==> src/rtl/blkcopy_pkg.sv <==
package blkcopy_pkg;

  typedef enum logic [2:0] {
    ST_IDLE,
    ST_PRIME_SRC,
    ST_PRIME_DST,
    ST_COPY_RD,
    ST_COPY_WR
  } copyState_t;

  // strobes from sequencer to datapath
  typedef struct packed {
    logic load;     // capture start values
    logic advance;  // step pointers and count after a byte write
    logic memReq;
    logic memWe;
    logic selDst;   // address from destination pointer
  } dpCtl_t;

endpackage

==> src/rtl/blkcopy_ctrl.sv <==
module blkcopy_ctrl
  import blkcopy_pkg::*;
(
  input  logic   clk,
  input  logic   rstN,
  input  logic   start,
  input  logic   modeAtomic,
  input  logic   irqReq,
  input  logic   irqMask,
  input  logic   nmiReq,
  input  logic   cntZero,
  input  logic   cntOne,
  output dpCtl_t ctl,
  output logic   busy,
  output logic   done,
  output logic   suspended,
  output logic   runAtomic
);

  copyState_t st, stNext;
  logic finishNow, suspendNow, pending;

  assign pending = nmiReq | (irqReq & ~irqMask);
  assign busy    = (st != ST_IDLE);

  always_comb begin
    ctl        = '0;
    stNext     = st;
    finishNow  = 1'b0;
    suspendNow = 1'b0;
    unique case (st)
      ST_IDLE: begin
        if (start) begin
          ctl.load = 1'b1;
          stNext   = ST_PRIME_SRC;
        end
      end
      ST_PRIME_SRC: begin
        ctl.memReq = 1'b1;
        stNext     = ST_PRIME_DST;
      end
      ST_PRIME_DST: begin
        ctl.memReq = 1'b1;
        ctl.selDst = 1'b1;
        if (cntZero) begin
          finishNow = 1'b1;
          stNext    = ST_IDLE;
        end else begin
          stNext = ST_COPY_RD;
        end
      end
      ST_COPY_RD: begin
        ctl.memReq = 1'b1;
        stNext     = ST_COPY_WR;
      end
      ST_COPY_WR: begin
        ctl.memReq  = 1'b1;
        ctl.memWe   = 1'b1;
        ctl.selDst  = 1'b1;
        ctl.advance = 1'b1;
        if (cntOne) begin
          finishNow = 1'b1;
          stNext    = ST_IDLE;
        end else if (!runAtomic && pending) begin
          suspendNow = 1'b1;
          stNext     = ST_IDLE;
        end else begin
          stNext = ST_COPY_RD;
        end
      end
      default: stNext = ST_IDLE;
    endcase
  end

  always_ff @(posedge clk) begin
    if (!rstN) begin
      st        <= ST_IDLE;
      done      <= 1'b0;
      suspended <= 1'b0;
      runAtomic <= 1'b0;
    end else begin
      st <= stNext;
      if (ctl.load) begin
        runAtomic <= modeAtomic;
        done      <= 1'b0;
        suspended <= 1'b0;
      end
      if (finishNow)  done      <= 1'b1;
      if (suspendNow) suspended <= 1'b1;
    end
  end

endmodule

==> src/rtl/blkcopy_dp.sv <==
module blkcopy_dp
  import blkcopy_pkg::*;
#(
  parameter int AW = 16,
  parameter int CW = 16
) (
  input  logic          clk,
  input  logic          rstN,
  input  dpCtl_t        ctl,
  input  logic [AW-1:0] srcIn,
  input  logic [AW-1:0] dstIn,
  input  logic [CW-1:0] cntIn,
  input  logic [7:0]    memRdata,
  output logic [AW-1:0] memAddr,
  output logic [7:0]    memWdata,
  output logic [AW-1:0] srcPtr,
  output logic [AW-1:0] dstPtr,
  output logic [CW-1:0] count,
  output logic          cntZero,
  output logic          cntOne
);

  localparam logic [AW-1:0] PTR_STEP = AW'(1);
  localparam logic [CW-1:0] CNT_STEP = CW'(1);

  always_ff @(posedge clk) begin
    if (!rstN) begin
      srcPtr <= '0;
      dstPtr <= '0;
      count  <= '0;
    end else if (ctl.load) begin
      srcPtr <= srcIn;
      dstPtr <= dstIn;
      count  <= cntIn;
    end else if (ctl.advance) begin
      srcPtr <= srcPtr + PTR_STEP;
      dstPtr <= dstPtr + PTR_STEP;
      count  <= count - CNT_STEP;
    end
  end

  assign memAddr  = ctl.selDst ? dstPtr : srcPtr;
  // read data of the previous cycle goes straight out on the write
  assign memWdata = memRdata;
  assign cntZero  = (count == '0);
  assign cntOne   = (count == CNT_STEP);

endmodule

==> src/rtl/blkcopy_engine.sv <==
module blkcopy_engine
  import blkcopy_pkg::*;
#(
  parameter int AW = 16,
  parameter int CW = 16
) (
  input  logic          clk,
  input  logic          rstN,
  input  logic          start,
  input  logic          modeAtomic,
  input  logic [AW-1:0] srcIn,
  input  logic [AW-1:0] dstIn,
  input  logic [CW-1:0] cntIn,
  input  logic          irqReq,
  input  logic          irqMask,
  input  logic          nmiReq,
  output logic          memReq,
  output logic          memWe,
  output logic [AW-1:0] memAddr,
  output logic [7:0]    memWdata,
  input  logic [7:0]    memRdata,
  output logic          busy,
  output logic          done,
  output logic          suspended,
  output logic [AW-1:0] srcPtr,
  output logic [AW-1:0] dstPtr,
  output logic [CW-1:0] count
);

  dpCtl_t ctl;
  logic   cntZero, cntOne, runAtomic;

  blkcopy_ctrl u_ctrl (
    .clk(clk), .rstN(rstN), .start(start), .modeAtomic(modeAtomic),
    .irqReq(irqReq), .irqMask(irqMask), .nmiReq(nmiReq),
    .cntZero(cntZero), .cntOne(cntOne), .ctl(ctl),
    .busy(busy), .done(done), .suspended(suspended), .runAtomic(runAtomic)
  );

  blkcopy_dp #(.AW(AW), .CW(CW)) u_dp (
    .clk(clk), .rstN(rstN), .ctl(ctl),
    .srcIn(srcIn), .dstIn(dstIn), .cntIn(cntIn), .memRdata(memRdata),
    .memAddr(memAddr), .memWdata(memWdata),
    .srcPtr(srcPtr), .dstPtr(dstPtr), .count(count),
    .cntZero(cntZero), .cntOne(cntOne)
  );

  assign memReq = ctl.memReq;
  assign memWe  = ctl.memWe;

endmodule

==> config.mk <==
export PLATFORM = sky130hd
export DESIGN_NAME = blkcopy_engine
export DESIGN_NICKNAME = d
export VERILOG_FILES = /design/src/rtl/blkcopy_pkg.sv /design/src/rtl/blkcopy_ctrl.sv /design/src/rtl/blkcopy_dp.sv /design/src/rtl/blkcopy_engine.sv
export SDC_FILE = /design/constraint.sdc
export NUM_CORES = 1
export LEC_CHECK = 0
export ABC_CLOCK_PERIOD_IN_PS = 3700
export BUFFER_PORTS_ARGS = -buffer_cell sky130_fd_sc_hd__buf_2
export CAP_MARGIN = 5
export CORE_MARGIN = 2
export CORE_UTILIZATION = 50
export DETAILED_ROUTE_END_ITERATION = 16
export PLACE_DENSITY_LB_ADDON = 0.1
export SETUP_SLACK_MARGIN = 0.15
export SLEW_MARGIN = 10
export SYNTH_ARGS = -nofsm -noshare
export SYNTH_HDL_FRONTEND = slang
export SYNTH_SLANG_ARGS = --single-unit
==> constraint.sdc <==
create_clock -name clk -period 3.7 [get_ports clk]
set_input_delay 0.185 -clock clk [delete_from_list [all_inputs] [get_ports clk]]
set_output_delay 0.185 -clock clk [all_outputs]
set_load 0.05 [all_outputs]
==> results of run 1 <==
-- worst min-delay path, stage by stage --
cell     delay (ns)
buf_2          0.07
nand3_1        0.05
o21ai_0        0.07
-- power breakdown --
part	leakage (nW)	switching [mW]	internal, mW
Sequential	0.445	0.102	0.651
Clock	0.0438	0.193	0.128
Combinational	1.11	0.556	0.206
-- worst paths after layout --
path,start,endpoint
setup / recovery,u_ctrl.st[0]$_SDFFE_PN0P_,memAddr[4]
hold / removal,srcIn[14],u_dp.srcPtr[14]$_SDFFE_PN0P_
setup reg to reg,u_ctrl.st[0]$_SDFFE_PN0P_,u_dp.dstPtr[2]$_SDFFE_PN0P_
hold reg to reg,u_ctrl.runAtomic$_SDFFE_PN0P_,u_ctrl.runAtomic$_SDFFE_PN0P_
-- final cells by class --
type	instances	area (um2)
clock buffer	5	68.8
multi-input combinational	281	1700
clock inverter	2	10.0
fill	544	1990
timing repair buffer	125	631
inverter	9	33.8
tap	72	90.1
sequential	54	1080
-- sequential cells by signal, indices dropped and copies added (netlist names) --
name	flops
u_ctrl.done	1
u_ctrl.suspended	1
u_ctrl.st	3
u_ctrl.runAtomic	1
u_dp.count	16
u_dp.srcPtr	16
u_dp.dstPtr	16
-- layout by cell type (no fill, tap or decap), types with 4 or more instances in the layout --
cell      Yosys  routed
mux2_2       14      14
xnor2_1      12      12
inv_1         8       8
o21ai_0      36      36
xor2_1       16      16
clkbuf_8      0       5
nand4_1      12      12
nand3_1      18      18
a221oi_1      4       4
nor2_1       35      35
a21oi_1      49      49
nand2_1      24      23
and3_1        6       6
ha_1          4       4
buf_2         2     123
dfxtp_1      54      54
or3_1         4       4
nor3_1        8       8
-- layer usage --
metal / GRT usage, % / part of all wire (%) / wire (um) / vias up
met5: 0 / 0 / 0 / -
met3: 4.33 / 8.2 / 719 / 14
met2: 40.7 / 45 / 3950 / 133
met1: 37.8 / 45 / 3970 / 1447
met4: 7.46 / 1.3 / 115 / 0
li1: - / - / - / 1539
-- metrics by stage --
stage                     std cells  cell area [um2]  total power [mW]
after floorplan                 372             2950              1.35
after global placement          541             3540              1.51
after detailed placement        541             3540              1.52
after CTS                       548             3620              1.84
after global routing            548             3620              1.93
final                           548             3620              1.84
-- cell families after synthesis --
family                     count (synthesis)
and+or+nand+nor                          128
AOI/OAI and AO/OA                        107
DFF                                       54
buffers and inverters                     37
xor gates and xnor gates                  28
muxes                                     14
adders and majority gates                  4
==> results.cfg, run 1 <==
[run_status]
status = finished clean

[sta]
timing.fmax_ghz = 0.318
finalHoldViolCount = 0
setup_violations = 0
fin_setup_tns_ns = 0
period_needed_ns = 3.15
grt_setup_unrepaired = no
post-route-period-util_pct = 85.0
fin_ws_ns = 0.554
clock_skew_ns = 0.00565
worst_slew_margin_rel_pct = 25.4
hold_ws_ns = 0.104
tightest_slew_ns = 1.12
drv_slew = 0

[yosys]
synth_top_family_by_area = simple AND/OR/NAND/NOR gates
synthMuxAreaShare_pct = 5.34
ys.flop_type = dfxtp_1
synth.most_common_cell = dfxtp_1
synth_area_um2 = 2950
syn_nets = 439
synthTopCellsByArea = dfxtp_1 37%, a21oi_1 8.3%, o21ai_0 6.1%
synthCells = 372
yosys.area_share.simple_pct = 21.9
ys_ff_latch = 54
synthXorXnorAreaFrac_pct = 8.30
synth_common_cells = 54 x dfxtp_1, 49 x a21oi_1, 36 x o21ai_0
synth-adder-area-share_pct = 1.69
yosysUniqueCellTypes = 46
avgSynthCellArea_um2 = 7.94
yosys.area.top_type = dfxtp_1
yosysWarnings = 0
synth_top_area_share_pct = 36.6
seq_area_frac_synth_pct = 36.6
synth-edff-count = 0
synth_compound_area_share_pct = 20.3
synthArstFlopShare_pct = 0

[placement]
place_congestion = 0.825
dp_hpwl_um = 6210
post-place-ws_ns = 0.941
io_buffers = 123

[setup_path]
rr_worst_depth = 6
path_buf_inv = 3
critical_path_required_ns = 3.51
cp.arrival_ns = 2.96
cpMaxStageDelayCell = clkinv_1
slowest_delay_ns = 0.55
setup.worst_path.class = reg2out
start_kind = flip-flop
r2r_slack_ns = 1.12
crit_path_end_kind = output port
worst-path-max-fanout = 19
path_cells = nor2_1 -> nand2_1 -> clkinv_1 -> nor2_2 -> buf_4 -> mux2_2 -> buf_2
path_delay_family = buffers and inverters
worstSetupPathDepth = 7

[clock_tree]
clkSinkCount = 54
clkSlewWorstSetupHoldPaths_ns = 0.10
cts_hold_buf = 0
clk_latency_ns = 0.31
post_cts_buffers = 0
cts_tree = yes
cts_root_buf = clkbuf_8
cts_resized = 0
cts_inserted_buffers = 5
clk_path_buf_depth = 2
ctsHtreeMaxLevel = 2

[floorplan]
pin_count = 140
dieArea_um2 = 6540
die_x_um = 80.9
core_um2 = 5610
start_util_pct = 52.7
die_h_um = 80.9
rows = 27

[route]
wirelength_um = 8760
vias = 3133
drt_iter0_markers = 213
drt-pass1-iter-count = 4
drc = 0
wl_per_cell_um = 16.0
viasPerCell = 5.72
ant_nets = 0

[finish]
fin_nets = 543
syn_to_final_growth_pct = 22.5
final_util_pct = 64.5
num_antenna_cells = 0
drive_gt1_share_pct = 32.4

[power]
p_per_area_nw_per_um2 = 507
power_leakage_nw = 1.60
irDropWorstVdd_uv = 267

[global_route]
grt_pass1_wl_um = 13500
grt_max_degree = 68
antenna_found_initial = 0
grtUsageTotal_pct = 26.3
gr-total-overflow = 0
grt_pass1_vias = 2776

[worst_hold_path]
hold_class = in2reg
hold_path_depth = 3

[run]
max_cap_violations = 0
Note: power is estimated with default switching activity, not from simulation.
==> inputs of run 2 (changes only) <==
- GPL_TIMING_DRIVEN: unset -> 0
==> run 2 against run 1 <==
Compared with the run above: total power rose by 4.5%; final cell count grew 6.4%; clock skew increased by 0.0041 ns; cell area is 4.9% higher; worst hold slack got worse by 0.013 ns; count of clock-buffer cells in the layout is 1 higher; maximum frequency increased by 11%; register-to-register slack improved by 0.42 ns; first-iteration DRC count increased by 39%; largest cell class unchanged.
==> results.cfg, run 2 (synthesis results as in run 1) <==
[run_status]
status = finished clean

[clock_tree]
clkSlewWorstSetupHoldPaths_ns = 0.11
clk_path_buf_depth = 2
cts_inserted_buffers = 5
cts_tree = yes
post_cts_buffers = 0
ctsHtreeMaxLevel = 2
clk_latency_ns = 0.31
clkSinkCount = 54
cts_root_buf = clkbuf_8
cts_resized = 0
cts_hold_buf = 0

[floorplan]
core_um2 = 5610
dieArea_um2 = 6540
pin_count = 140
start_util_pct = 52.7
rows = 27
die_h_um = 80.9
die_x_um = 80.9

[placement]
io_buffers = 131
dpl-instance-area_um2 = 3700
dp_hpwl_um = 6840
place_congestion = 0.887

[sta]
timing.fmax_ghz = 0.351
grt_setup_unrepaired = no
worst_slew_margin_rel_pct = 57.2
setup_violations = 0
clock_skew_ns = 0.00978
post-route-period-util_pct = 76.9
tightest_slew_ns = 0.639
period_needed_ns = 2.85
drv_slew = 0
fin_setup_tns_ns = 0
finalHoldViolCount = 0

[route]
drc = 0
wl_per_cell_um = 15.9
viasPerCell = 5.76
vias = 3356
ant_nets = 0
drt_iter0_markers = 296
drt-pass1-iter-count = 5
wirelength_um = 9280

[setup_path]
worst-path-max-fanout = 10
path_buf_inv = 3
path_cells = nor2_1 -> nand2_1 -> clkinv_1 -> nor2_2 -> buf_2 -> mux2_2 -> buf_2
critical_path_required_ns = 3.51
start_kind = flip-flop
cp.arrival_ns = 2.66
crit_path_end_kind = output port
cpMaxStageDelayCell = nor2_2
path_delay_family = buffers and inverters
setup.worst_path.class = reg2out
slowest_delay_ns = 0.55
path_common_cell = buf_2

[finish]
n_fill_cell = 537
num_antenna_cells = 0
layout_common_cells = 133 x buf_2, 54 x dfxtp_1, 49 x a21oi_1
fin_nets = 577
syn_to_final_growth_pct = 28.5
fin_area_um2 = 3790
final_common_cell = buf_2
drive_gt1_share_pct = 33.3
final_util_pct = 67.7
reg_top3 = u_dp.count x16, u_dp.dstPtr x16, u_dp.srcPtr x16

[global_route]
grt_pass1_vias = 2804
antenna_found_initial = 0
grt_max_degree = 17
grt_pass1_wl_um = 13900
gr-total-overflow = 0
grtUsageTotal_pct = 27.6

[worst_hold_path]
hold_class = in2reg

[run]
max_cap_violations = 0

[power]
p_per_area_nw_per_um2 = 506
power_leakage_nw = 1.69
irDropWorstVdd_uv = 242
p_total_mw = 1.92
## run 2: cell type report
class                      instances  area (um2)  area share, %
multi-input combinational        281        1700           44.8
sequential                        54        1080           28.5
timing repair buffer             131         656           17.3
buffer                            28         138           3.63
tap                               72        90.1           2.37
clock buffer                       6        82.6           2.18
inverter                           9        33.8          0.890
clock inverter                     2        12.5          0.330
## run 2: tightest hold or removal path: cells and delay by family
kind            cells  cell delay (ns)
buf+inv             1             0.08
simple gates        1             0.05
compound gates      1             0.06
## run 2: per-layer routing
metal,track usage [%],vias to the layer above,wire length (um)
li1,-,1607,-
met1,38.4,1552,4090
met2,45.2,188,4170
met3,4.33,9,950
met4,6.27,0,75
met5,0,-,0
## run 2: path summary, 6_finish.rpt
check / startpoint / to / slack [ns] / cells past startpoint
worst max-delay path: u_ctrl.st[0]$_SDFFE_PN0P_ / memAddr[8] / 0.85 / 7
worst min-delay path: srcIn[15] / u_dp.srcPtr[15]$_SDFFE_PN0P_ / 0.09 / 3
worst max register to register: u_ctrl.st[0]$_SDFFE_PN0P_ / u_dp.dstPtr[15]$_SDFFE_PN0P_ / 1.54 / 7
worst min register to register: u_ctrl.runAtomic$_SDFFE_PN0P_ / u_ctrl.runAtomic$_SDFFE_PN0P_ / 0.49 / 2
## run 2: per-stage QoR
step                hold slack [ns]  instances  setup slack, ns
finish                       0.0910        583            0.855
global route                  0.105        583            0.722
CTS                          0.0938        583            0.882
detailed placement            0.417        575             1.24
global placement              0.415        575             1.30
floorplan                     0.315        372             1.37
## run 2: power by group
group	internal [mW]	total, mW	switching (mW)
registers	0.651	0.753	0.102
clock network	0.151	0.359	0.207
logic	0.218	0.807	0.589
==> inputs of run 3 (changes only) <==
- ABC_CLOCK_PERIOD_IN_PS: 3700 -> 2600
- CORE_UTILIZATION: 50 -> 42
- clock period: 3.7 -> 2.6 ns (I/O delays scaled with it)
==> run 3 against run 2 <==
Compared with the run above: final cell count grew 4.3%; worst hold slack lost 0.060 ns; worst setup slack lost 0.53 ns; clock power grew 91%; flip-flop and latch count is the same; sequential power grew 42%; critical endpoint is now memAddr[10].
==> results.cfg, run 3 (synthesis results as in run 1) <==
[placement]
io_buffers = 131
dp_hpwl_um = 7050
placed_cells = 599
place_congestion = 0.852
post-place-ws_ns = 0.212
dpl-instance-area_um2 = 3730

[sta]
clock_skew_ns = 0.00906
finalHoldViolCount = 0
timing.fmax_ghz = 0.440
fin_ws_ns = 0.325
period_needed_ns = 2.28
setup_violations = 0
worst_slew_margin_rel_pct = 58.0
fin_setup_tns_ns = 0
grt_setup_unrepaired = no
tightest_slew_ns = 0.628
drv_slew = 0
post-route-period-util_pct = 87.5

[route]
drt_iter0_markers = 248
vias = 3299
drc = 0
drt-pass1-iter-count = 5
wl_per_cell_um = 15.6
wirelength_um = 9510
viasPerCell = 5.43
ant_nets = 0

[power]
seqPwrFrac_pct = 36.7
p_switching_mw = 1.28
sw_frac_of_total_pct = 44.1
power.internal_mw = 1.63
power_leakage_nw = 1.71
pwr-share-clk_pct = 23.6
p_per_area_nw_per_um2 = 749
irDropWorstVdd_uv = 306
pwr-share-comb_pct = 39.7

[finish]
layout_common_cells = 133 x buf_2, 54 x dfxtp_1, 49 x a21oi_1
drive_gt1_share_pct = 33.6
num_antenna_cells = 0
n_fill_cell = 666
fin_area_um2 = 3880
final_common_cell = buf_2
layout.cells.non_filler = 608
fin_nets = 578
reg_top3 = u_dp.count x16, u_dp.dstPtr x16, u_dp.srcPtr x16
syn_to_final_growth_pct = 31.5

[clock_tree]
clk_path_buf_depth = 2
cts_tree = yes
clkSlewWorstSetupHoldPaths_ns = 0.11
clkSinkCount = 54
cts_root_buf = clkbuf_8
ctsHtreeMaxLevel = 2
cts_inserted_buffers = 5
clk_latency_ns = 0.32
cts_hold_buf = 0

[setup_path]
crit_path_end_kind = output port
cp.arrival_ns = 2.15
setup.worst_path.class = reg2out
start_kind = flip-flop
worst-path-max-fanout = 10
critical_path_required_ns = 2.47

[global_route]
grt_max_degree = 18
grtUsageTotal_pct = 24.0
gr-total-overflow = 0
grt_pass1_vias = 2856
antenna_found_initial = 0
grt_pass1_wl_um = 14400

[floorplan]
start_util_pct = 43.5
rows = 30
die_h_um = 87.9
core_um2 = 6790
pin_count = 140
die_x_um = 87.9
dieArea_um2 = 7720

[run_status]
status = finished clean

[run]
max_cap_violations = 0

[worst_hold_path]
hold_class = in2reg
-- run 3: cell count changes in the layout (fill, tap and decap cells not counted) --
| cell | previous run | this run |
|---|---|---|
| nor2_4 | 0 | 1 |
| bufinv_16 | 0 | 2 |
| buf_4 | 8 | 9 |
| nor2_2 | 1 | 0 |
| clkinv_1 | 1 | 0 |
| clkinv_4 | 0 | 1 |
| clkinv_2 | 1 | 0 |
| clkbuf_8 | 6 | 5 |
-- run 3: cell type report --
type / instances / area [um2] / share of cell area [%]
clock inverter: 3 / 68.8 / 1.77
buffer: 28 / 138 / 3.54
inverter: 9 / 37.5 / 0.966
clock buffer: 5 / 68.8 / 1.77
multi-input combinational: 281 / 1710 / 43.9
timing repair buffer: 132 / 663 / 17.1
tap: 96 / 120 / 3.09
sequential: 54 / 1080 / 27.8
-- run 3: power groups by stage --
stage | combinational, mW | clock, mW | sequential (mW)
finish | 1.15 | 0.687 | 1.07
global route | 1.23 | 0.716 | 1.09
CTS | 1.15 | 0.692 | 1.06
detailed placement | 1.15 | 0 | 1.08
global placement | 1.14 | 0 | 1.08
floorplan | 0.550 | 0 | 1.37
-- run 3: per-layer routing --
layer  up-vias  track usage [%]  part of all wire (%)
met4         0             5.17                   1.4
met5         -                0                     0
met2       133             37.1                    44
met1      1540             35.3                    47
li1       1611                -                     -
met3        15             3.96                   7.2
-- run 3: through the flow --
stage                     util (%)  total power [mW]  hold WS (ns)
after detailed placement      54.9              2.23         0.361
after global placement        54.9              2.22         0.355
final                         57.2              2.91        0.0309
after floorplan                  -              1.92         0.260
after CTS                     57.1              2.91        0.0257
after global routing          57.2              3.03        0.0676
-- run 3: final timing paths --
kind,startpoint,end,slack (ns),cells past startpoint
max,u_ctrl.st[0]$_SDFFE_PN0P_,memAddr[10],0.32,7
min,srcIn[14],u_dp.srcPtr[14]$_SDFFE_PN0P_,0.03,3
max reg2reg,u_ctrl.st[0]$_SDFFE_PN0P_,u_dp.dstPtr[15]$_SDFFE_PN0P_,0.43,7
min reg2reg,u_ctrl.runAtomic$_SDFFE_PN0P_,u_ctrl.runAtomic$_SDFFE_PN0P_,0.47,2
-- run 3: repair_timing --
action	in CTS	in global routing
hold endpoints to repair	0	0
pin swaps	1	0
endpoints found under the setup margin	16	5
buffers inserted	1	0
resized for setup	1	1
-- run 3: worst max-delay path: stages (launching register included) --
cell        delay (ns)
dfxtp_1           0.44
nor2_1            0.07
nand2_1           0.15
clkinvlp_4        0.23
nor2_4            0.14
buf_2             0.22
mux2_2            0.37
buf_2             0.21
